File: src/rtl/lsauPkg.sv
package lsauPkg;
  localparam int LANES = 8;
  localparam int OFF_W = $clog2(LANES);
  localparam int DATA_W = 8 * LANES;

  typedef enum logic [1:0] {SZ_BYTE, SZ_HALF, SZ_WORD, SZ_DWORD} accSize_e;

  typedef struct packed {
    logic [LANES-1:0] laneEn;
    logic [OFF_W-1:0] laneOff;
    logic [OFF_W:0]   nBytes;
    logic             bigEnd;
    logic             signExt;
    logic             doLoad;
    logic             doStore;
    logic             fault;
  } ctrlStrobe_t;
endpackage

File: src/rtl/lsauCtrl.sv
module lsauCtrl
  import lsauPkg::*;
(
  input  logic             inValid,
  input  logic             isStore,
  input  logic [1:0]       accSize,
  input  logic             isSigned,
  input  logic             bigEndian,
  input  logic [OFF_W-1:0] addrLow,
  output ctrlStrobe_t      strobe
);
  logic [OFF_W:0]   sizeBytes;
  logic [OFF_W-1:0] alignMask;
  logic [OFF_W:0]   laneEnd;
  logic             faultHit;
  logic             okAccess;
  logic [LANES-1:0] laneEn;

  // Width in bytes from the size code; the low address bits must be clear under the mask.
  assign sizeBytes = (OFF_W+1)'(1) << accSize;
  assign alignMask = OFF_W'(sizeBytes - (OFF_W+1)'(1));
  assign faultHit  = inValid && ((addrLow & alignMask) != '0);
  assign okAccess  = inValid && !faultHit;
  assign laneEnd   = {1'b0, addrLow} + sizeBytes;

  for (genvar k = 0; k < LANES; k++) begin : g_lane
    assign laneEn[k] = okAccess &&
                       ((OFF_W+1)'(k) >= {1'b0, addrLow}) &&
                       ((OFF_W+1)'(k) < laneEnd);
  end

  always_comb begin
    strobe.laneEn  = laneEn;
    strobe.laneOff = addrLow;
    strobe.nBytes  = sizeBytes;
    strobe.bigEnd  = bigEndian;
    strobe.signExt = isSigned;
    strobe.doLoad  = okAccess && !isStore;
    strobe.doStore = okAccess && isStore;
    strobe.fault   = faultHit;
  end
endmodule

File: src/rtl/lsauData.sv
module lsauData
  import lsauPkg::*;
#(
  parameter int ADDR_W = 64,
  parameter int DISP_W = 13
) (
  input  logic              modeSel,
  input  logic [ADDR_W-1:0] baseVal,
  input  logic [ADDR_W-1:0] indexVal,
  input  logic [DISP_W-1:0] dispVal,
  input  logic [DATA_W-1:0] storeData,
  input  logic [DATA_W-1:0] memRdata,
  input  ctrlStrobe_t       strobe,
  output logic [ADDR_W-1:0] effAddr,
  output logic [OFF_W-1:0]  addrLow,
  output logic [DATA_W-1:0] wrData,
  output logic [DATA_W-1:0] ldData
);
  localparam int EXT_W = ADDR_W - DISP_W;

  logic [ADDR_W-1:0] dispExt;
  logic [ADDR_W-1:0] addend;
  logic [DATA_W-1:0] gathered;
  logic              signBit;

  assign dispExt = {{EXT_W{dispVal[DISP_W-1]}}, dispVal};
  assign addend  = modeSel ? indexVal : dispExt;
  assign effAddr = baseVal + addend;
  assign addrLow = effAddr[OFF_W-1:0];

  // Store steering: for each lane, find which operand byte feeds it.
  always_comb begin
    int src;
    logic [OFF_W-1:0] srcLane;
    wrData = '0;
    for (int k = 0; k < LANES; k++) begin
      src = strobe.bigEnd ? (int'(strobe.laneOff) + int'(strobe.nBytes) - 1 - k)
                          : (k - int'(strobe.laneOff));
      srcLane = src[OFF_W-1:0];
      if (strobe.doStore && strobe.laneEn[k])
        wrData[k*8 +: 8] = storeData[{srcLane, 3'b000} +: 8];
    end
  end

  // Load gather: for each result byte, find the lane that feeds it.
  always_comb begin
    int lane;
    logic [OFF_W-1:0] laneSel;
    gathered = '0;
    for (int j = 0; j < LANES; j++) begin
      lane = strobe.bigEnd ? (int'(strobe.laneOff) + int'(strobe.nBytes) - 1 - j)
                           : (int'(strobe.laneOff) + j);
      laneSel = lane[OFF_W-1:0];
      if (j < int'(strobe.nBytes))
        gathered[j*8 +: 8] = memRdata[{laneSel, 3'b000} +: 8];
    end
  end

  assign signBit = strobe.signExt && gathered[{strobe.nBytes, 3'b000} - 1'b1];

  always_comb begin
    ldData = '0;
    if (strobe.doLoad) begin
      for (int j = 0; j < LANES; j++)
        ldData[j*8 +: 8] = (j < int'(strobe.nBytes)) ? gathered[j*8 +: 8] : {8{signBit}};
    end
  end
endmodule

File: src/rtl/lsAlignUnit.sv
module lsAlignUnit
  import lsauPkg::*;
#(
  parameter int ADDR_W = 64,
  parameter int DISP_W = 13
) (
  input  logic              clk,
  input  logic              rstN,
  input  logic              inValid,
  input  logic              isStore,
  input  logic              modeSel,
  input  logic [1:0]        accSize,
  input  logic              isSigned,
  input  logic              bigEndian,
  input  logic [ADDR_W-1:0] baseVal,
  input  logic [ADDR_W-1:0] indexVal,
  input  logic [DISP_W-1:0] dispVal,
  input  logic [DATA_W-1:0] storeData,
  input  logic [DATA_W-1:0] memRdata,
  output logic              outValid,
  output logic [ADDR_W-1:0] effAddr,
  output logic [LANES-1:0]  byteEn,
  output logic [DATA_W-1:0] memWdata,
  output logic [DATA_W-1:0] loadData,
  output logic              misalign
);
  ctrlStrobe_t       strobe;
  logic [ADDR_W-1:0] addrComb;
  logic [OFF_W-1:0]  addrLow;
  logic [DATA_W-1:0] wrComb;
  logic [DATA_W-1:0] ldComb;

  lsauCtrl i_ctrl (
    .inValid  (inValid),
    .isStore  (isStore),
    .accSize  (accSize),
    .isSigned (isSigned),
    .bigEndian(bigEndian),
    .addrLow  (addrLow),
    .strobe   (strobe)
  );

  lsauData #(.ADDR_W(ADDR_W), .DISP_W(DISP_W)) i_data (
    .modeSel  (modeSel),
    .baseVal  (baseVal),
    .indexVal (indexVal),
    .dispVal  (dispVal),
    .storeData(storeData),
    .memRdata (memRdata),
    .strobe   (strobe),
    .effAddr  (addrComb),
    .addrLow  (addrLow),
    .wrData   (wrComb),
    .ldData   (ldComb)
  );

  always_ff @(posedge clk or negedge rstN) begin
    if (!rstN) begin
      outValid <= 1'b0;
      effAddr  <= '0;
      byteEn   <= '0;
      memWdata <= '0;
      loadData <= '0;
      misalign <= 1'b0;
    end else begin
      outValid <= inValid;
      effAddr  <= addrComb;
      byteEn   <= strobe.laneEn;
      memWdata <= wrComb;
      loadData <= ldComb;
      misalign <= strobe.fault;
    end
  end
endmodule

File: config.mk
export PLATFORM = sky130hd
export DESIGN_NAME = lsAlignUnit
export DESIGN_NICKNAME = d
export VERILOG_FILES = /design/src/rtl/lsauPkg.sv /design/src/rtl/lsauCtrl.sv /design/src/rtl/lsauData.sv /design/src/rtl/lsAlignUnit.sv
export SDC_FILE = /design/constraint.sdc
export NUM_CORES = 1
export LEC_CHECK = 0
export ABC_AREA = 1
export BUFFER_PORTS_ARGS = -buffer_cell sky130_fd_sc_hd__buf_2
export CORE_MARGIN = 2
export CORE_UTILIZATION = 30
export CTS_CLUSTER_DIAMETER = 120
export DETAILED_ROUTE_END_ITERATION = 7
export PLACE_DENSITY = 0.61
export SLEW_MARGIN = 25
export SYNTH_ARGS = -nofsm -noshare
export SYNTH_HDL_FRONTEND = slang
export SYNTH_SLANG_ARGS = --single-unit
File: constraint.sdc
create_clock -name clk -period 0.8 [get_ports clk]
set_input_delay 0 -clock clk [delete_from_list [all_inputs] [get_ports clk]]
set_output_delay 0 -clock clk [all_outputs]
set_load 0.01 [all_outputs]
* Word level (Yosys, flattened, before mapping)
Index checks and enable logic that the tools add are counted.
Operators by class: mux-type cells 44, shift operators 17, magnitude comparators 24, add/sub/neg operators 28, reductions and logical operators 31, bitwise logic cells 1
Operators with widths (count):
- 64-bit by 7-bit indexed part select with 8-bit output | 16
- 8-bit two-way mux | 24
- 64-bit two-way mux | 2
- 64-bit adder | 1
- 3-bit two-way mux | 16
- 3-bit by 4-bit less-than comparator with 1-bit output, first input constant | 8
- 1-bit logical AND | 28
- 1-bit by 4-bit less-than comparator with 1-bit output, first input constant | 4
- 2-bit by 4-bit less-than comparator with 1-bit output, first input constant | 4
- 3-bit adder, second input constant | 4
- 3-bit subtractor, first input constant | 4
- 3-bit subtractor, second input constant | 4
- 3-bit greater-or-equal comparator, first input constant | 3
- 3-bit by 1-bit subtractor with 3-bit output, second input constant | 3
- 7-bit less-than comparator, second input constant | 1
- 7-bit by 1-bit subtractor with 7-bit output, second input constant | 1
- 3-bit by 2-bit adder with 3-bit output, second input constant | 2
- 1-bit binary-select mux with 6-bit select | 1
- 1-bit by 3-bit greater-or-equal comparator with 1-bit output, first input constant | 2
- 2-bit by 3-bit greater-or-equal comparator with 1-bit output, first input constant | 2
- 1-bit by 3-bit subtractor with 3-bit output, first input constant | 2
- 2-bit by 3-bit subtractor with 3-bit output, first input constant | 2
- 3-bit by 2-bit subtractor with 3-bit output, second input constant | 2
- 3-bit by 4-bit adder with 4-bit output | 1
- 7 further kinds | 8
Word-level totals: register bits after elaboration 202, output and inout port bits 202, word-level logic and storage cells 151

* Logic depth before layout (Yosys ltp)
Gate-level depths: netlist of run 1.
word-level depth 13, gate-level depth with buffers 31

* Hierarchy
Synthesis of run 1 repeated with hierarchy kept, for this count alone.
Second synthesis, totals: cell total of the unflattened synthesis 2392, area, all modules 15454.8 sq um
Modules (own cells, without submodules):
- lsauData | cells each 2109, seq. area each 0.0 sq um, instances 1, area each 9948.3 sq um
- lsAlignUnit | cells each 202, seq. area each 5054.8 sq um, instances 1, area each 5054.8 sq um
- lsauCtrl | cells each 81, seq. area each 0.0 sq um, instances 1, area each 451.7 sq um

* Worst setup path after synthesis of run 1
OpenSTA, ideal clock, no wires.
kind input -> register, start point input port modeSel, end point register loadData[55], stages 28, data arrival time 3.902 ns, path buffers 4, path slack -3.223 ns, setup time 0.121 ns, required time 0.679 ns, cells stage by stage clkbuf_1 -> clkbuf_1 -> nand2_1 -> nand2_1 -> ha_1 -> inv_1 -> fa_1 -> inv_1 -> ha_1 -> inv_1 -> ha_1 -> ha_1 -> nand2_1 -> nand2_2 -> inv_2 -> buf_4 -> nand2_1 -> o21ai_1 -> nand2_1 -> nand3_1 -> nand3_1 -> nand2_1 -> nand2_2 -> nand3_4 -> nand2_2 -> nand2_2 -> buf_6 -> nor2_2
Between the ends: cells in the longest elaborated chain, start to end 13, elaborated cells on any way between the ends 53, those cells by class 17 x add/sub; 8 x shift; 21 x mux; 1 x bitwise; 6 x reduce/logical
Ends and longest elaborated chain:
- start: declaration | RTL line lsAlignUnit.sv:11 | input logic modeSel,
- 64-bit two-way mux * | RTL line lsauData.sv:27 | assign addend = modeSel ? indexVal : dispExt;
- 64-bit adder * | RTL line lsauData.sv:28 | assign effAddr = baseVal + addend;
- via addrComb[1] | RTL line lsAlignUnit.sv:28 | logic [ADDR_W-1:0] addrComb;
- 3-bit adder | RTL line lsauData.sv:51 | lane = strobe.bigEnd ? (int'(strobe.laneOff) + int'(strobe.nBytes) - 1 - j)
- 3-bit by 1-bit subtractor with 3-bit output | RTL line lsauData.sv:51
- 3-bit by 2-bit subtractor with 3-bit output (tied with other cells) | RTL line lsauData.sv:51
- 3-bit two-way mux | RTL line lsauData.sv:51
- 64-bit by 7-bit indexed part select with 8-bit output | RTL line lsauData.sv:55 | gathered[j*8 +: 8] = memRdata[{laneSel, 3'b000} +: 8];
- 8-bit two-way mux | RTL line lsauData.sv:54 | if (j < int'(strobe.nBytes))
- 1-bit binary-select mux with 6-bit select | RTL line lsauData.sv:59 | assign signBit = strobe.signExt && gathered[{strobe.nBytes, 3'b000} - 1'b1];
- 1-bit two-way mux (implied by the code) | RTL line lsauData.sv:59
- 1-bit logical AND | RTL line lsauData.sv:59
- 8-bit two-way mux | RTL line lsauData.sv:65 | ldData[j*8 +: 8] = (j < int'(strobe.nBytes)) ? gathered[j*8 +: 8] : {8{signBit}};
- 64-bit two-way mux * | RTL line lsauData.sv:63 | if (strobe.doLoad) begin
- via i_data.ldData[55] | RTL line lsauData.sv:17 | output logic [DATA_W-1:0] ldData
- end signal: assignment | RTL line lsAlignUnit.sv:70 | loadData <= ldComb;
- end: declaration | RTL line lsAlignUnit.sv:24 | output logic [DATA_W-1:0] loadData,
Mark *: on every way through the listed nets, which the timed path passes. The rest lies on a longest branch. The select of a mux whose other input is x is not followed.

* Final worst setup path of run 1
start point input port modeSel, end point register loadData[33]
The elaborated chain is that of the path after synthesis.

==> impl_metrics.tcl, run 1 <==
set metrics [dict create \
    ys_seq_area_share_pct 32.0 \
    min-delay-path-class "primary input to register" \
    clock_tree_from_tritoncts "built" \
    cts_sinks 202 \
    placeableCoreArea_um2 52300 \
    synthesis.yosys.warnings 0 \
    critPathLaunchType "primary input" \
    worst_path_largest_cell_delay_ns 0.57 \
    netlist_instances 2411 \
    criticalPathCategory "primary input to register" \
    power_density_nw_per_um2 2120 \
    hold_path_depth 3 \
    critical_path_arrival_ns 3.25 \
    io_buffer_count 479 \
    cellLeakagePower_nw 14.0 \
    dpl.cell_count 3965 \
    dieArea_um2 54500 \
    postSynthRegisterBits 202 \
    syn_area_per_cell_um2 6.56 \
    wirelength_um 71400 \
    grt_first_pass_wirelength_um 104000 \
    period_needed_ns 2.81 \
    crit_path_max_fanout 6 \
    die_y_um 234 \
    grt_start_max_net_pins 41 \
    most-common-layout-cells "sky130_fd_sc_hd__nand2_1, sky130_fd_sc_hd__buf_2, sky130_fd_sc_hd__buf_4" \
    place.detailed.hpwl_um 55700 \
    timing.critical_path.mode_cell "sky130_fd_sc_hd__nand2_2" \
    synthFlopType "sky130_fd_sc_hd__dfrtp_1" \
    routed_via_density 4.85 \
    h_tree_level_count 1 \
    root_buf_cell "sky130_fd_sc_hd__clkbuf_16" \
    power.ir.vdd_worst_uv 1620 \
    final.period_utilization_pct 352 \
    core.rowCount 84 \
    post_layout_cell_count 4092 \
    crit_path_end_kind "register" \
    drt_iter0_drc 1461 \
    gr-usage-all-layers_pct 24.8 \
    number_of_antenna_violations_at_the_first_check_in_global_routing 8 \
    violations "hold timing, setup timing" \
    most_common_cell_after_layout_fill_and_taps_aside "sky130_fd_sc_hd__nand2_1" \
    tritoncts.num_buffers 26 \
    post_cts_clock_slew_at_the_launch_and_capture_registers_of_the_worst_setup_and_hold_paths_ns 0.06 \
    yosysTopAreaCellShare_pct 32.0 \
    holdBufCountCts 21 \
    endpoint_worst_hold "effAddr[22]$_DFF_PN0_" \
    flow.area_growth_from_synthesis_pct 67.4 \
    power_w 0.0561 \
    hold_path_startpoint "baseVal[22]" \
    die_x_um 234 \
    route.vias.total 19800 \
    min_setup_slack_post_route_ns -2.01 \
    synth_edf_count 0 \
    clock.fmax_mhz 355 \
    final.fill_count 5052 \
    final_setup_violation_count 401 \
    floorplan.initialDensity_pct 30.2 \
    ys_async_sr_fraction_pct 100 \
    relSlewSlack_pct 50.0 \
    crit_slowest_cell "sky130_fd_sc_hd__fa_2" \
    syn_area_um2 15800 \
    whs_ns -0.154 \
    final_layout_size_suffix_gt1_share_pct 42.5 \
    post_synthesis_cell_type_with_the_largest_combined_area "sky130_fd_sc_hd__dfrtp_1" \
    timing_worst_slew_pin_value_ns 0.743 \
    unrepaired_setup_endpoints_after_global_routing "yes" \
    clk_path_buf_depth 3 \
    initial_drt_pass_iterations 7 \
    yosys-top-cells-area "sky130_fd_sc_hd__dfrtp_1, sky130_fd_sc_hd__nand2_1, sky130_fd_sc_hd__o21ai_0" \
    report.final.slew_viol_count 0 \
    route.detailed.wl_per_inst_um 17.4 \
    ant_nets 0 \
    global_route.overflow_total 0 \
    post-route-drc-count 0 \
    synth_cell_types 41 \
    hold_viol_final 58 \
    syn_nets 2775 \
    fin_nets 3745 \
    worstPathRequired_ns 1.23 \
    finalWeightedCongestion 0.963 \
    io_pins 480 \
    drv_cap 0 \
    outcome "finished, violations left" \
    first_global_vias 18900 \
]
==> worst max path at each step <==
| stage | cells after the start | to | startpoint |
|---|---|---|---|
| final | 28 | loadData[33]$_DFF_PN0_ | modeSel |
| after global routing | 29 | loadData[38]$_DFF_PN0_ | modeSel |
| after floorplan | 28 | loadData[55]$_DFF_PN0_ | modeSel |
| after global placement | 25 | loadData[32]$_DFF_PN0_ | modeSel |
| after detailed placement | 26 | loadData[15]$_DFF_PN0_ | modeSel |
| after CTS | 29 | loadData[47]$_DFF_PN0_ | modeSel |
==> what timing repair did <==
action,4_1_cts,5_1_grt
hold endpoints to repair,310,58
cloned,11,7
resized for setup,315,163
endpoints found under the setup margin,402,402
pin swaps,76,46
buffers inserted,31,14
==> registers in the layout, summed over array words and instances (netlist names) <==
| register | flops |
|---|---|
| loadData | 64 |
| byteEn | 8 |
| misalign | 1 |
| memWdata | 64 |
| effAddr | 64 |
| outValid | 1 |
==> layer usage <==
layer	GRT usage (%)	vias to the layer above	share of wire (%)
met5	0	-	0.052
met4	10.5	6	5.1
met3	3.85	200	6.7
met2	42.9	792	47
met1	30.5	9094	41
li1	-	9751	-
==> logic make-up (layout without fill, tap and decap cells) <==
family,after synthesis,after routing,share of synthesized area [%]
XOR/XNOR,58,58,3.21
AO/OA/AOI/OAI,578,578,19.7
buffers and inverters,351,1339,8.72
AND/OR/NAND/NOR,1115,1115,28.1
multiplexers,21,21,1.39
flip-flops,202,202,32.0
other,0,5,0
adder cells (fa/ha/maj),86,86,6.90
==> area by class of cell <==
class                           count  area, um^2  area share, %
Timing Repair inverter              1        5.00         0.0189
Clock inverter                     16         238          0.898
Multi-Input combinational cell   1858       11200           42.1
Inverter                          258         997           3.77
Timing Repair Buffer             1034        7440           28.1
Antenna cell                        5        12.5         0.0473
Sequential cell                   202        5050           19.1
Tap cell                          688         861           3.25
Clock buffer                       30         706           2.67
==> critical path, delay by kind of cell <==
kind	cells	cell delay, ns
fa+ha+maj	5	1.48
buf+inv	8	0.64
simple gates	15	1.13
==> through the flow <==
| step | setup TNS [ns] | area (um^2) | util (%) | hold WS [ns] | setup slack (ns) |
|---|---|---|---|---|---|
| global placement | -438.28 | 22800 | 43.7 | -0.0843 | -2.62 |
| global route | -383.32 | 26500 | 50.6 | -0.152 | -2.13 |
| CTS | -356.45 | 25600 | 48.9 | -0.191 | -2.03 |
| detailed placement | -445.81 | 22800 | 43.7 | -0.0827 | -2.68 |
| floorplan | -383.17 | 16200 | - | -0.296 | -2.61 |
| finish | -353.38 | 26500 | 50.6 | -0.154 | -2.01 |
==> synth_stat cells (7+ instances only) <==
cell,number
sky130_fd_sc_hd__nor3_1,7
sky130_fd_sc_hd__nand3_1,67
sky130_fd_sc_hd__a21o_1,13
sky130_fd_sc_hd__nand4_1,10
sky130_fd_sc_hd__mux2i_1,14
sky130_fd_sc_hd__dfrtp_1,202
sky130_fd_sc_hd__inv_1,253
sky130_fd_sc_hd__nor2_1,205
sky130_fd_sc_hd__nor2_2,31
sky130_fd_sc_hd__ha_1,84
sky130_fd_sc_hd__o211ai_1,15
sky130_fd_sc_hd__a21oi_1,152
sky130_fd_sc_hd__a31oi_1,18
sky130_fd_sc_hd__clkbuf_1,67
sky130_fd_sc_hd__o21ai_1,8
sky130_fd_sc_hd__xnor2_1,21
sky130_fd_sc_hd__a21boi_0,9
sky130_fd_sc_hd__o21a_1,9
sky130_fd_sc_hd__mux2_2,7
sky130_fd_sc_hd__nand2_2,8
sky130_fd_sc_hd__nand2_1,774
sky130_fd_sc_hd__a211oi_1,15
sky130_fd_sc_hd__xor2_1,37
sky130_fd_sc_hd__buf_2,16
sky130_fd_sc_hd__o21ai_0,326
==> report_power, final <==
group	internal (W)	switching [W]	leakage, nW
combinational	0.0138	0.0175	10.9
clock	0.00794	0.00501	0.452
sequential	0.0114	0.000415	2.66
total	0.0332	0.0229	14.0
No activity file was read; power rests on OpenSTA's default activity.
==> run 2: changes to the inputs <==
- PLACE_DENSITY: 0.61 -> 0.59
- clock period: 0.8 -> 3.1 ns (I/O delays scaled with it)
==> run 2 against run 1 <==
  * Total power decreased by 77%
  * Sequential cell count unchanged
  * Critical path type unchanged
  * The run now ends clean
  * Via count decreased by 6.1%
  * Largest power group unchanged
  * Highest routed layer unchanged
  * First-iteration DRC count fell by 0.62%
==> impl_metrics.tcl, run 2 (same netlist as run 1, synthesis figures left out) <==
set metrics [dict create \
    crit_path_end_kind "register" \
    power_density_nw_per_um2 549 \
    most-common-layout-cells "sky130_fd_sc_hd__nand2_1, sky130_fd_sc_hd__buf_2, sky130_fd_sc_hd__o21ai_0" \
    route.vias.total 18600 \
    global_route.overflow_total 0 \
    flow.area_growth_from_synthesis_pct 46.5 \
    power.ir.vdd_worst_uv 383 \
    share_seq_of_total_power_pct 24.1 \
    crit_slowest_cell "sky130_fd_sc_hd__fa_2" \
    hold_viol_final 0 \
    timing.critical_path.mode_cell "sky130_fd_sc_hd__ha_4" \
    internal-power_w 0.00752 \
    post-route-drc-count 0 \
    met3_wirelength_um 4000 \
    floorplan.initialDensity_pct 30.2 \
    post_cts_clock_slew_at_the_launch_and_capture_registers_of_the_worst_setup_and_hold_paths_ns 0.06 \
    final_layout_size_suffix_gt1_share_pct 26.6 \
    period_needed_ns 2.96 \
    first_global_vias 17900 \
    tritoncts.num_buffers 27 \
    relSlewSlack_pct 46.0 \
    clk_path_buf_depth 3 \
    die_y_um 234 \
    unrepaired_setup_endpoints_after_global_routing "no" \
    fraction_of_power_spent_switching_nets_pct 40.8 \
    dieArea_um2 54500 \
    comb_power_share_pct 49.8 \
    clock_tree_from_tritoncts "built" \
    ant_nets 0 \
    critical_path_arrival_ns 3.40 \
    drt_iter0_drc 1452 \
    grt_start_max_net_pins 92 \
    wirelength_um 67400 \
    h_tree_level_count 1 \
    placeableCoreArea_um2 52300 \
    endpoint_worst_hold "effAddr[49]$_DFF_PN0_" \
    most_common_cell_after_layout_fill_and_taps_aside "sky130_fd_sc_hd__nand2_1" \
    crit_path_max_fanout 8 \
    p_sw_w 0.00519 \
    route.detailed.wl_per_inst_um 17.3 \
    io_buffer_count 479 \
    fin_nets 3548 \
    clock_power_share_pct 26.1 \
    min_setup_slack_post_route_ns 0.135 \
    wl_met2_um 33600 \
    cellLeakagePower_nw 12.6 \
    place.detailed.hpwl_um 54600 \
    criticalPathCategory "primary input to register" \
    worst_path_largest_cell_delay_ns 0.57 \
    initial_drt_pass_iterations 6 \
    finalWeightedCongestion 0.983 \
    min-delay-path-class "primary input to register" \
    worstPathRequired_ns 3.54 \
    reg_top3 "effAddr: 64 flops, loadData: 64 flops, memWdata: 64 flops" \
    dpl_worst_slack_ns -0.523 \
    grt_first_pass_wirelength_um 100000 \
    critPathLaunchType "primary input" \
    highest-signal-layer "met5" \
    hold_path_depth 5 \
    gr-usage-all-layers_pct 23.8 \
    clock.fmax_mhz 337 \
    cts_sinks 202 \
    report.final.slew_viol_count 0 \
    finalCoreUtilization_pct 44.2 \
    number_of_antenna_violations_at_the_first_check_in_global_routing 6 \
    outcome "completed" \
    hold_path_startpoint "indexVal[49]" \
    timing_worst_slew_pin_value_ns 0.811 \
    final_setup_violation_count 0 \
    io_pins 480 \
    routed_via_density 4.78 \
    root_buf_cell "sky130_fd_sc_hd__clkbuf_16" \
    core.rowCount 84 \
    drv_cap 0 \
    final.period_utilization_pct 95.6 \
    m1WireLength_um 27600 \
    die_x_um 234 \
]
==> run 2: cell count changes in the layout (fill, tap and decap cells not counted), moves of 38 or more <==
cell and change:
sky130_fd_sc_hd__a21oi_1 +39, sky130_fd_sc_hd__buf_4 -257, sky130_fd_sc_hd__dlygate4sd3_1 +99, sky130_fd_sc_hd__nand2_1 +53, sky130_fd_sc_hd__nand2_2 -46, sky130_fd_sc_hd__nor2_1 +54
sky130_fd_sc_hd__o21ai_0 +86, sky130_fd_sc_hd__o21ai_2 -38
==> run 2: per-layer routing <==
metal	vias to the layer above	GRT usage [%]
met5	-	0
met4	8	7.26
met3	113	3.28
met2	632	43.0
met1	8535	29.0
li1	9339	-
==> run 2: how the worst max path moves through the flow <==
stage,startpoint,end,depth (start not counted)
after floorplan,modeSel,loadData[55]$_DFF_PN0_,28
after global placement,modeSel,loadData[56]$_DFF_PN0_,29
after detailed placement,modeSel,loadData[54]$_DFF_PN0_,29
after CTS,modeSel,loadData[54]$_DFF_PN0_,29
after global routing,modeSel,loadData[51]$_DFF_PN0_,29
final,modeSel,loadData[42]$_DFF_PN0_,26
==> run 2: final cells by class <==
cell class	count	area, um^2
diodes	2	5.00
well taps	688	861
clock buffers	34	762
flip-flops and latches	202	5050
repair buffers	837	5780
fillers	5419	29200
inverters	258	973
multi-input cells	1858	9540
clock inverters	16	175
==> run 2: power by group through the flow <==
stage	registers, W	logic (W)	clock network (W)
2_1_floorplan	0.00323	0.00316	0
5_1_grt	0.00309	0.00696	0.00353
3_5_place_dp	0.00310	0.00602	0
6_report	0.00306	0.00633	0.00332
4_1_cts	0.00306	0.00624	0.00341
3_3_place_gp	0.00312	0.00601	0
==> run 2: worst max-delay path, delay by kind of cell <==
kind	cells	cell delay, ns
and+or+nand+nor	13	1.24
adders and majority gates	5	1.49
buffers and inverters	8	0.62
==> run 2: what timing repair did <==
action / CTS / global route
gates resized for setup: 0 / 26
endpoints found under the hold margin: 242 / 0
setup buffers: 0 / 2
hold buffers: 120 / 0
endpoints found under the setup margin: 0 / 70
==> run 2: stage by stage <==
stage          hold slack, ns  instances  instance area, um^2  power, W  TNS (ns)
2_1_floorplan          -0.296       2411                15900   0.00639    -16.57
4_1_cts              0.000579       3889                23000    0.0127         0
3_3_place_gp           0.0811       3719                20800   0.00913    -43.53
6_report              0.00506       3895                23200    0.0127         0
3_5_place_dp           0.0876       3719                20800   0.00912    -43.94
5_1_grt                0.0338       3895                23200    0.0136         0
